[src/rtl/bcd_scan_pkg.sv]
package bcd_scan_pkg;

    typedef enum logic {
        ST_PARK = 1'b0,
        ST_SCAN = 1'b1
    } scan_state_t;

endpackage

[src/rtl/bcd_scan_tick.sv]
module bcd_scan_tick #(
    parameter int PRE_W = 8
) (
    input  logic             clk,
    input  logic             rst_n,
    input  logic             mreset,
    input  logic             ext_mode,
    input  logic             scan_clk_in,
    input  logic [PRE_W-1:0] prescale_lim,
    output logic             tick
);

    logic [PRE_W-1:0] div_cnt;
    logic             sync_a;
    logic             sync_b;
    logic             sync_prev;
    logic             int_tick;
    logic             ext_tick;

    assign int_tick = (div_cnt >= prescale_lim);
    assign ext_tick = sync_b & ~sync_prev;
    assign tick     = ~mreset & (ext_mode ? ext_tick : int_tick);

    // prescaler: restarts from zero while parked
    always_ff @(posedge clk or negedge rst_n) begin
        if (!rst_n) begin
            div_cnt <= '0;
        end else if (mreset || int_tick) begin
            div_cnt <= '0;
        end else begin
            div_cnt <= div_cnt + 1'b1;
        end
    end

    // two-flop synchronizer plus edge history
    always_ff @(posedge clk or negedge rst_n) begin
        if (!rst_n) begin
            sync_a    <= 1'b0;
            sync_b    <= 1'b0;
            sync_prev <= 1'b0;
        end else begin
            sync_a    <= scan_clk_in;
            sync_b    <= sync_a;
            sync_prev <= sync_b;
        end
    end

    assert_tick_gated_R5: assert property (@(posedge clk) disable iff (!rst_n)
        mreset |-> !tick);

    assert_ext_single_R9: assert property (@(posedge clk) disable iff (!rst_n)
        (ext_mode && tick) |=> !tick);

endmodule

[src/rtl/bcd_scan_fsm.sv]
module bcd_scan_fsm
    import bcd_scan_pkg::*;
#(
    parameter int NUM_DIGITS = 3,
    parameter int POS_W      = (NUM_DIGITS > 1) ? $clog2(NUM_DIGITS) : 1
) (
    input  logic                  clk,
    input  logic                  rst_n,
    input  logic                  mreset,
    input  logic                  tick,
    output logic [POS_W-1:0]      pos,
    output logic [NUM_DIGITS-1:0] dsel_n,
    output scan_state_t           state
);

    localparam logic [POS_W-1:0] LAST_POS = POS_W'(NUM_DIGITS - 1);

    scan_state_t      state_q;
    scan_state_t      state_d;
    logic [POS_W-1:0] pos_q;
    logic [POS_W-1:0] pos_d;

    // next-state logic
    always_comb begin
        state_d = state_q;
        pos_d   = pos_q;
        unique case (state_q)
            ST_PARK: begin
                pos_d = '0;
                if (!mreset && tick) begin
                    state_d = ST_SCAN;      // PARK->SCAN, digit one
                end
            end
            ST_SCAN: begin
                if (mreset) begin
                    state_d = ST_PARK;      // SCAN->PARK
                    pos_d   = '0;
                end else if (tick) begin
                    pos_d = (pos_q == LAST_POS) ? '0 : pos_q + 1'b1;  // advance
                end
            end
            default: begin
                state_d = ST_PARK;
                pos_d   = '0;
            end
        endcase
    end

    // state register
    always_ff @(posedge clk or negedge rst_n) begin
        if (!rst_n) begin
            state_q <= ST_PARK;
            pos_q   <= '0;
        end else begin
            state_q <= state_d;
            pos_q   <= pos_d;
        end
    end

    // output decode: one select per position, all high in PARK
    for (genvar gi = 0; gi < NUM_DIGITS; gi++) begin : g_sel
        always_comb begin
            dsel_n[gi] = !((state_q == ST_SCAN) && (pos_q == POS_W'(gi)));
        end
    end

    assign pos   = pos_q;
    assign state = state_q;

    assert_onehot_sel_R2: assert property (@(posedge clk) disable iff (!rst_n)
        (state_q == ST_SCAN) |-> ($countones(~dsel_n) == 1));

    assert_park_pos_R4: assert property (@(posedge clk) disable iff (!rst_n)
        mreset |=> (pos_q == '0 && dsel_n == '1));

    assert_advance_R6: assert property (@(posedge clk) disable iff (!rst_n)
        (state_q == ST_SCAN && tick && !mreset) |=>
            (pos_q == (($past(pos_q) == LAST_POS) ? '0 : $past(pos_q) + 1'b1)));

    assert_hold_R6: assert property (@(posedge clk) disable iff (!rst_n)
        (!tick && !mreset) |=> $stable(pos_q));

    assert_first_digit_R7: assert property (@(posedge clk) disable iff (!rst_n)
        (state_q == ST_PARK && tick) |=> (pos_q == '0));

endmodule

[src/rtl/bcd_scan_mux.sv]
module bcd_scan_mux #(
    parameter int NUM_DIGITS = 3,
    parameter int DIG_W      = 4,
    parameter int POS_W      = (NUM_DIGITS > 1) ? $clog2(NUM_DIGITS) : 1
) (
    input  logic [NUM_DIGITS*DIG_W-1:0] digits_in,
    input  logic [POS_W-1:0]            pos,
    output logic [DIG_W-1:0]            bcd_out
);

    always_comb begin
        bcd_out = digits_in[DIG_W-1:0];
        for (int i = 0; i < NUM_DIGITS; i++) begin
            if (pos == POS_W'(i)) begin
                bcd_out = digits_in[i*DIG_W +: DIG_W];
            end
        end
    end

endmodule

[src/rtl/bcd_scan_top.sv]
module bcd_scan_top
    import bcd_scan_pkg::*;
#(
    parameter int NUM_DIGITS = 3,
    parameter int DIG_W      = 4,
    parameter int PRE_W      = 8
) (
    input  logic                        clk,
    input  logic                        rst_n,
    input  logic                        mreset,
    input  logic                        ext_mode,
    input  logic                        scan_clk_in,
    input  logic [PRE_W-1:0]            prescale_lim,
    input  logic [NUM_DIGITS*DIG_W-1:0] digits_in,
    output logic [DIG_W-1:0]            bcd_out,
    output logic [NUM_DIGITS-1:0]       dsel_n
);

    localparam int POS_W = (NUM_DIGITS > 1) ? $clog2(NUM_DIGITS) : 1;

    logic             tick;
    logic [POS_W-1:0] pos;
    scan_state_t      state;

    bcd_scan_tick #(.PRE_W(PRE_W)) u_tick (
        .clk          (clk),
        .rst_n        (rst_n),
        .mreset       (mreset),
        .ext_mode     (ext_mode),
        .scan_clk_in  (scan_clk_in),
        .prescale_lim (prescale_lim),
        .tick         (tick)
    );

    bcd_scan_fsm #(.NUM_DIGITS(NUM_DIGITS), .POS_W(POS_W)) u_fsm (
        .clk    (clk),
        .rst_n  (rst_n),
        .mreset (mreset),
        .tick   (tick),
        .pos    (pos),
        .dsel_n (dsel_n),
        .state  (state)
    );

    bcd_scan_mux #(.NUM_DIGITS(NUM_DIGITS), .DIG_W(DIG_W), .POS_W(POS_W)) u_mux (
        .digits_in (digits_in),
        .pos       (pos),
        .bcd_out   (bcd_out)
    );

    // value on the bus always belongs to the lit digit
    for (genvar gi = 0; gi < NUM_DIGITS; gi++) begin : g_pair
        assert_pair_R3: assert property (@(posedge clk) disable iff (!rst_n)
            !dsel_n[gi] |-> (bcd_out == digits_in[gi*DIG_W +: DIG_W]));
    end

    assert_scan_state_R2: assert property (@(posedge clk) disable iff (!rst_n)
        (dsel_n != '1) |-> (state == ST_SCAN));

endmodule

[config.mk]
export PLATFORM = sky130hd
export DESIGN_NAME = bcd_scan_top
export DESIGN_NICKNAME = d
export VERILOG_FILES = /design/src/rtl/bcd_scan_pkg.sv /design/src/rtl/bcd_scan_tick.sv /design/src/rtl/bcd_scan_fsm.sv /design/src/rtl/bcd_scan_mux.sv /design/src/rtl/bcd_scan_top.sv
export SDC_FILE = /design/constraint.sdc
export NUM_CORES = 1
export LEC_CHECK = 0
export BUFFER_PORTS_ARGS = -buffer_cell sky130_fd_sc_hd__buf_2
export CAP_MARGIN = 20
export CORE_MARGIN = 3
export CORE_UTILIZATION = 50
export CTS_BUF_LIST = sky130_fd_sc_hd__clkbuf_16
export DETAILED_ROUTE_END_ITERATION = 7
export PLACE_DENSITY = 0.81
export REMOVE_ABC_BUFFERS = 1
export SYNTH_ARGS = -nofsm -noshare
export SYNTH_HDL_FRONTEND = slang
export SYNTH_SLANG_ARGS = --single-unit
[constraint.sdc]
create_clock -name clk -period 2.3 [get_ports clk]
set_clock_uncertainty 0.05 [all_clocks]
set_input_delay 0.345 -clock clk [delete_from_list [all_inputs] [get_ports clk]]
set_output_delay 0.345 -clock clk [all_outputs]
set_load 0.03 [all_outputs]
Word level (Yosys, flattened, before mapping). Index checks and enable logic that the tools add are counted.

Register bits after elaboration: 14. Input bits: 25. Output and inout bits: 7.

$add $sub $neg: 2. Magnitude comparators: 1. Eq/ne operators: 3. Multiplexer cells: 11. Bitwise operators: 5. Reductions and logical operators: 10.

Operators by type and width (count): $add 8x1->8 const B (1); $ge 8x8->1 (1); $mux 4 (2); $mux 8 (1); $mux 2 (3); $logic_and 1x1->1 (4); $logic_not 1->1 (4); $pmux 2 s2 (1); $mux 1 (3); $ne 3x2->1 const B (1); $not 1->1 (3); $add 2x1->2 const B (1); $and 1x1->1 (2); $eq 2x1->1 const B (1); $eq 2x2->1 const B (1); $logic_not 2->1 (1); $pmux 1 s2 (1); $logic_or 1x1->1 (1).

Depth between registers and ports, before layout. Gate-level depths: netlist of the first run.

Depth in word-level cells: 7. Depth in mapped cells: 6. Depth with buffers taken out: 6.

Modules after synthesis. A second synthesis of the first run with hierarchy kept.

Cells, all modules: 94. Area, all modules: 935.9 µm².

Modules (own cells, without submodules): bcd_scan_tick (times used 1, cells each 65, area an instance 649.4 µm², seq. area each 275.3 µm²); bcd_scan_fsm (times used 1, cells each 15, area an instance 151.4 µm², seq. area each 75.1 µm²); bcd_scan_mux (times used 1, cells each 14, area an instance 135.1 µm², seq. area each 0.0 µm²).

Worst setup path before layout of the first run. No wires, ideal clock.

Path kind: register -> register. Start: reg u_tick.div_cnt[0]. End: reg u_tick.div_cnt[2]. Arrival: 1.804 ns. Data required time: 2.178 ns. Slack: 0.375 ns. Stages on the path, launching flop included: 7. Buffers on the path: 0. Period minus slack after synthesis: 1.925 ns. Cells stage by stage: dfrtp_1 > inv_1 > ha_1 > nand2b_1 > a2111o_1 > a311o_4 > nor2_1.

Longest elaborated chain between the ends: 3. Elaborated cells between the ends (all ways): 4. Those cells by class: add/sub: 1; order compare: 1; mux: 1; reduce/logical: 1.

RTL lines: start, declared (line bcd_scan_tick.sv:13) `logic [PRE_W-1:0] div_cnt;`; start signal, assigned (line bcd_scan_tick.sv:31) `div_cnt <= div_cnt + 1'b1;`; $ge 8x8->1 (line bcd_scan_tick.sv:20) `assign int_tick = (div_cnt >= prescale_lim);`; $logic_or 1x1->1 (line bcd_scan_tick.sv:28) `end else if (mreset || int_tick) begin`; $mux 8 * (line bcd_scan_tick.sv:28).

Every way passes the cells marked *; elsewhere a longest branch is shown, timed or not. A chain may end at the register's enable or synchronous reset.

Final worst setup path of the first run.
Start: reg u_tick.div_cnt[0]. End: reg u_tick.div_cnt[6].

The elaborated chain is that of the path after synthesis.

==> metrics, run 1 <==
status completed; core area 1821 µm²; WP data required 2.41 ns; CTS tree done; worst-path fanout max 8; global routing usage on met3 0.03207; Pwr Total 0.7067 mW; sequential share of the synthesized area 0.3483; CP max-delay cell a2111o_1; pwr dens 559.8 nW/µm²; share of cells above drive strength 1 0.2727; Congestion Overflow GR 0; ys async rst share 1.000; max-slew violation count 0; setup repair bufs after CTS 0; drt drc 0; final RePlAce weighted congestion 0.7918; unrepaired setup endpoints after global routing no; Max-slew headroom 0.4961; Max Clk Rate 0.4685 GHz; I/O Buffers 31; Hold Fails Final Rpt 0; antenna cells 0; post-cts sizing count 0; Post-Synthesis Cells 112; pin slew with the least headroom to its limit 0.7479 ns; average size of a mapped cell 8.982 µm²; Synth warnings 0; GR Util met2 0.3348; initial core utilization 0.5526; clock transition at the registers of the reported paths 0.05 ns; Detailed Place HPWL 1.699 mm; die width 50.86 µm; Yosys reg bits 14; setup tns final 0 ns; Mapped Area 1006 µm²; Pleak 0.6260 nW; GR peak layer met2; Total GRT Usage 0.1939; via density per instance 5.750; clock root buffer clkbuf_16; CTS H-tree depth 1; min cycle time layout 2.134 ns; Die H 50.86 µm; row cnt 15; # clock sinks 14; Routed WL per cell 13.79 µm; distinct cell type count after synthesis 33; CTS Buffer Depth 2; largest net degree at the start of global routing 16; nets 179; Top FF cell, synth dfrtp_1; Hold/Removal Path Class in2reg; Crit path max-delay family compound AO/OA/AOI/OAI gates; count of flip-flops with a built-in enable after synthesis 0; critical path class reg2reg; Final setup viols 0; initial antenna violation count 0; Data arrival, critical path 2.25 ns; peak supply drop 0.4977 mV; ANT nets after route 0; CP peak stage delay 0.51 ns; clk_lat worst skew 0.24 ns; first-pass GRT wire length 3.850 mm; Pre-Repair DR Iteration Count 4; Iter 0 DRT Violations 32; Critical Path Start Type flip-flop; maxcap violations 0; vias in the first global route 903; die footprint 2586 µm²; total CTS buffers 3; worst path cell trace inv_1 -> ha_1 -> nand2b_1 -> a2111o_1 -> a311o_4 -> nor2_1; Worst setup EP type flip-flop; I/O Pins 32; met1 usage 0.2407; Area Growth Syn to Fin 25.50%; drt total wl 2.317 mm; CP bufs+invs 1; Vias 966; Final Cycle Share 0.9280
==> synthesized netlist by cell type, drive strengths merged (2+ instances only) <==
library cell / number / area share
ha: 9 / 0.11
xor2: 2 / 0.017
mux2i: 3 / 0.030
o22ai: 2 / 0.012
a311o: 3 / 0.042
nor2b: 3 / 0.019
a211oi: 5 / 0.037
clkbuf: 2 / 0.0075
o21ai: 2 / 0.010
xnor2: 4 / 0.035
buf: 2 / 0.0075
and3b: 2 / 0.017
dfrtp: 14 / 0.35
nand3: 6 / 0.030
nand2: 5 / 0.019
nor4: 2 / 0.012
a221oi: 2 / 0.017
a21oi: 4 / 0.020
inv: 13 / 0.049
nor2: 11 / 0.044
nand3b: 2 / 0.015
nand2b: 4 / 0.025
nand4: 2 / 0.012
==> where the power goes <==
| group | internal (mW) | leakage [nW] | switching [mW] |
|---|---|---|---|
| Sequential | 0.257 | 0.185 | 0.0111 |
| Clock | 0.227 | 0.0370 | 0.0947 |
| Combinational | 0.0494 | 0.404 | 0.0679 |
==> flip-flops by register name, indices dropped and copies added (netlist names) <==
name,cells
u_fsm.state,1
u_tick.div_cnt,8
u_tick.sync_b,1
u_tick.sync_a,1
u_tick.sync_prev,1
u_fsm.pos,2
==> logic make-up after synthesis <==
group | after synthesis | share of synthesized area
XOR/XNOR | 6 | 0.05224
AO/OA/AOI/OAI | 23 | 0.1816
flip-flops | 14 | 0.3483
AND/OR/NAND/NOR | 40 | 0.2127
buffers and inverters | 17 | 0.06344
adder cells (fa/ha/maj) | 9 | 0.1119
multiplexers | 3 | 0.02985
==> layout by cell type (no fill, tap or decap), drive strengths merged, types with 2 or more instances in the layout <==
cell type | Yosys | layout
buf | 2 | 31
dfrtp | 14 | 14
inv | 13 | 13
nor2 | 11 | 11
ha | 9 | 9
nand3 | 6 | 6
a211oi | 5 | 5
nand2 | 5 | 5
a21oi | 4 | 4
nand2b | 4 | 4
xnor2 | 4 | 4
mux2i | 3 | 3
nor2b | 3 | 3
clkbuf | 2 | 3
a311o | 3 | 3
o22ai | 2 | 2
o21ai | 2 | 2
xor2 | 2 | 2
nand3b | 2 | 2
and3b | 2 | 2
nand4 | 2 | 2
nor4 | 2 | 2
a221oi | 2 | 2
==> what timing repair did <==
item | 4_1_cts | 5_1_grt
endpoints found under the setup margin | 0 | 0
hold buffers | 1 | 0
endpoints found under the hold margin | 14 | 0
==> worst reg2reg max path, delay by kind of cell, from the launching register on <==
family / cells / cell delay, ns
AO/OA/AOI/OAI: 2 / 0.97
adder cells (fa/ha/maj): 1 / 0.26
buffers and inverters: 1 / 0.07
flip-flops: 1 / 0.42
AND/OR/NAND/NOR: 2 / 0.30
==> final cells by class <==
type	count	area (µm²)
Inverter	13	48.80
Tap cell	25	31.28
Fill cell	157	558.0
Multi-Input combinational cell	81	591.8
Timing Repair Buffer	32	165.2
Sequential cell	14	350.3
Clock buffer	3	75.07
==> worst paths after layout <==
| check | slack [ns] | cells after the start | to | from |
|---|---|---|---|---|
| max | 0.17 | 6 | u_tick.div_cnt[6]$_DFF_PN0_ | u_tick.div_cnt[0]$_DFF_PN0_ |
| min | 0.16 | 1 | u_tick.sync_a$_DFF_PN0_ | scan_clk_in |
| max reg2reg | 0.17 | 6 | u_tick.div_cnt[6]$_DFF_PN0_ | u_tick.div_cnt[0]$_DFF_PN0_ |
| min reg2reg | 0.30 | 0 | u_tick.sync_b$_DFF_PN0_ | u_tick.sync_a$_DFF_PN0_ |
| max in group asynchronous | 1.50 | 2 | u_fsm.pos[1]$_DFFE_PN0P_ | rst_n |
| min in group asynchronous | 0.47 | 2 | u_tick.div_cnt[0]$_DFF_PN0_ | rst_n |
==> per-layer routing <==
layer / vias to the layer above / wire length [µm]
met5: - / 0
met3: 7 / 160
met4: 0 / 36
met1: 444 / 972
li1: 469 / -
met2: 46 / 1148
==> through the flow <==
| step | setup slack (ns) | std cells | util | instance area (µm²) | hold WS (ns) |
|---|---|---|---|---|---|
| after floorplan | 0.3745 | 108 | - | 991.0 | -0.0005911 |
| after global placement | 0.2821 | 164 | 0.6467 | 1177 | 0.1974 |
| after detailed placement | 0.2103 | 164 | 0.6467 | 1177 | 0.2105 |
| after CTS | 0.1841 | 168 | 0.6935 | 1262 | 0.1605 |
| after global routing | 0.06947 | 168 | 0.6935 | 1262 | 0.1639 |
| final | 0.1657 | 168 | 0.6935 | 1262 | 0.1592 |
Note: power is estimated with default switching activity, not from simulation.
==> run 2, diff against run 1 <==
--- a/config.mk
+++ b/config.mk
@@ -9,7 +9,6 @@
 export CAP_MARGIN = 20
 export CORE_MARGIN = 3
 export CORE_UTILIZATION = 50
-export CTS_BUF_LIST = sky130_fd_sc_hd__clkbuf_16
 export DETAILED_ROUTE_END_ITERATION = 7
 export PLACE_DENSITY = 0.81
 export REMOVE_ABC_BUFFERS = 1
==> run 2 against run 1 <==
Sequential power hardly changed. First-iteration DRC count down 41%. Non-clock buffer count unchanged. Sequential cell count stayed put. Critical path type unchanged. Via count is 3.5% lower. Register-to-register slack gained 0.03 ns. Hold slack got worse by 0.050 ns. Maximum frequency is 1.3% higher. Worst setup slack gained 0.028 ns. Clock power is 57% lower.
==> metrics, run 2 (synthesized netlist as in run 1, its figures left out) <==
status completed; most frequent cells in the layout 31 x buf_2, 14 x dfrtp_1, 13 x inv_1; peak supply drop 0.4188 mV (-16%); max-slew violation count 0 (unchanged); WHS Endpoint u_tick.sync_a$_DFF_PN0_; setup repair bufs after CTS 0 (unchanged); post-cts sizing count 0 (unchanged); Pleak 0.6028 nW (-3.7%); clk_lat worst skew 0.28 ns (+0.04 ns); total CTS buffers 3 (unchanged); final RePlAce weighted congestion 0.7918 (unchanged); min-delay src scan_clk_in; max reg flops 8 (unchanged); drt total wl 2.133 mm (-7.9%); Detailed Place HPWL 1.699 mm (unchanged); Worst setup EP type flip-flop; WP data required 2.46 ns (+0.05 ns); Final Cycle Share 0.9158 (-0.01220); # clock sinks 14 (unchanged); CTS Buffer Depth 2 (unchanged); reg2reg setup slack 0.19 ns (+0.03 ns); ANT nets after route 0 (unchanged); maxcap violations 0 (unchanged); die footprint 2586 µm² (unchanged); die width 50.86 µm (unchanged); row cnt 15 (unchanged); Data arrival, critical path 2.27 ns (+0.02 ns); vias in the first global route 859 (-4.9%); R2R depth 6 (unchanged); Hold Fails Final Rpt 0 (unchanged); Routed WL per cell 12.70 µm (-7.9%); initial antenna violation count 0 (unchanged); antenna cells 0 (unchanged); Congestion Overflow GR 0 (unchanged); final hold slack 0.1094 ns (-0.04980 ns); critical path class reg2reg; Pre-Repair DR Iteration Count 4 (unchanged); routed wl met3 115 µm (-28%); worst-path fanout max 8 (unchanged); Worst Hold Path Cells 1 (unchanged); fillers 162 (+3.2%); Critical R2R Capture u_tick.div_cnt[6]$_DFF_PN0_; WL met1 940 µm (-3.3%); first-pass GRT wire length 3.581 mm (-7.0%); CTS H-tree depth 1 (unchanged); Top reg by flops u_tick.div_cnt; share of cells above drive strength 1 0.2727 (unchanged); CP peak stage delay 0.50 ns (about the same); via density per instance 5.548 (-3.5%); CP bufs+invs 1 (unchanged); drt drc 0 (unchanged); Iter 0 DRT Violations 19 (-41%); largest net degree at the start of global routing 16 (unchanged); WP depth 6 (unchanged); min cycle time layout 2.106 ns (-0.02807 ns); Critical Path Start Type flip-flop; core area 1821 µm² (unchanged); Crit path max-delay family compound AO/OA/AOI/OAI gates; initial core utilization 0.5526 (unchanged); Hold/Removal Path Class in2reg; Total GRT Usage 0.1814 (-0.01247); WL met2 1.020 mm (-11%); I/O Pins 32 (unchanged); Final setup viols 0 (unchanged); worst path cell trace inv_1 -> ha_1 -> nand2b_1 -> a2111o_1 -> a311o_4 -> nor2_1; most common cell after layout, fill and taps aside buf_2; reg2reg start u_tick.div_cnt[0]$_DFF_PN0_; pwr dens 430.7 nW/µm² (-23%); CP max-delay cell a2111o_1; unrepaired setup endpoints after global routing no; I/O Buffers 31 (unchanged); Area Growth Syn to Fin 20.27%; Max-slew headroom 0.5260 (+0.02990); Die H 50.86 µm (unchanged); clock transition at the registers of the reported paths 0.08 ns (+0.03 ns); setup tns final 0 ns (unchanged); Top Layer Used met4; nets 179 (unchanged); Max Clk Rate 0.4748 GHz (+1.3%); clock root buffer clkbuf_4; pin slew with the least headroom to its limit 0.7035 ns (-0.04438 ns); Vias 932 (-3.5%); CTS tree done
run 2: cell count changes in the layout (fill, tap and decap cells not counted):
cell,delta
clkbuf_16,-3
clkbuf_4,+3
run 2: area by class of cell:
| class | instances | area (µm²) | area share |
|---|---|---|---|
| multi-input combinational | 81 | 591.8 | 0.4891 |
| sequential | 14 | 350.3 | 0.2896 |
| timing repair buffer | 32 | 165.2 | 0.1365 |
| tap | 25 | 31.28 | 0.02585 |
| inverter | 13 | 48.80 | 0.04033 |
| clock buffer | 3 | 22.52 | 0.01861 |
run 2: metal layers:
metal,up-vias,global-route usage
met5,-,0
met4,0,0.09417
met3,7,0.02041
li1,469,-
met1,426,0.2276
met2,30,0.3065
run 2: power breakdown:
part / internal (mW) / switching, mW / leakage (nW)
combinational: 0.0494 / 0.0669 / 0.404
clock: 0.0609 / 0.0778 / 0.0138
sequential: 0.255 / 0.0108 / 0.185
total: 0.366 / 0.155 / 0.603
run 2: stage by stage:
step	util	power [mW]	worst slack, ns	std cells	instance area [µm²]
6_report	0.6646	0.5211	0.1937	168	1210
5_1_grt	0.6646	0.5543	0.06843	168	1210
4_1_cts	0.6646	0.5246	0.1855	168	1210
3_5_place_dp	0.6467	0.3857	0.2103	164	1177
3_3_place_gp	0.6467	0.3805	0.2821	164	1177
2_1_floorplan	-	0.3392	0.3745	108	991.0
run 2: repair_timing:
item                                   in CTS  in global routing
hold buffers                                1                  0
endpoints found under the hold margin      14                  0
setup endpoints to repair                   0                  0
run 2: how the worst max path moves through the flow:
stage	endpoint	slack, ns	start
after floorplan	u_tick.div_cnt[2]$_DFF_PN0_	0.37	u_tick.div_cnt[0]$_DFF_PN0_
after global placement	u_tick.div_cnt[7]$_DFF_PN0_	0.28	prescale_lim[0]
after detailed placement	u_tick.div_cnt[6]$_DFF_PN0_	0.21	prescale_lim[0]
after CTS	u_tick.div_cnt[6]$_DFF_PN0_	0.19	u_tick.div_cnt[0]$_DFF_PN0_
after global routing	u_tick.div_cnt[6]$_DFF_PN0_	0.07	u_tick.div_cnt[0]$_DFF_PN0_
final	u_tick.div_cnt[6]$_DFF_PN0_	0.19	u_tick.div_cnt[0]$_DFF_PN0_
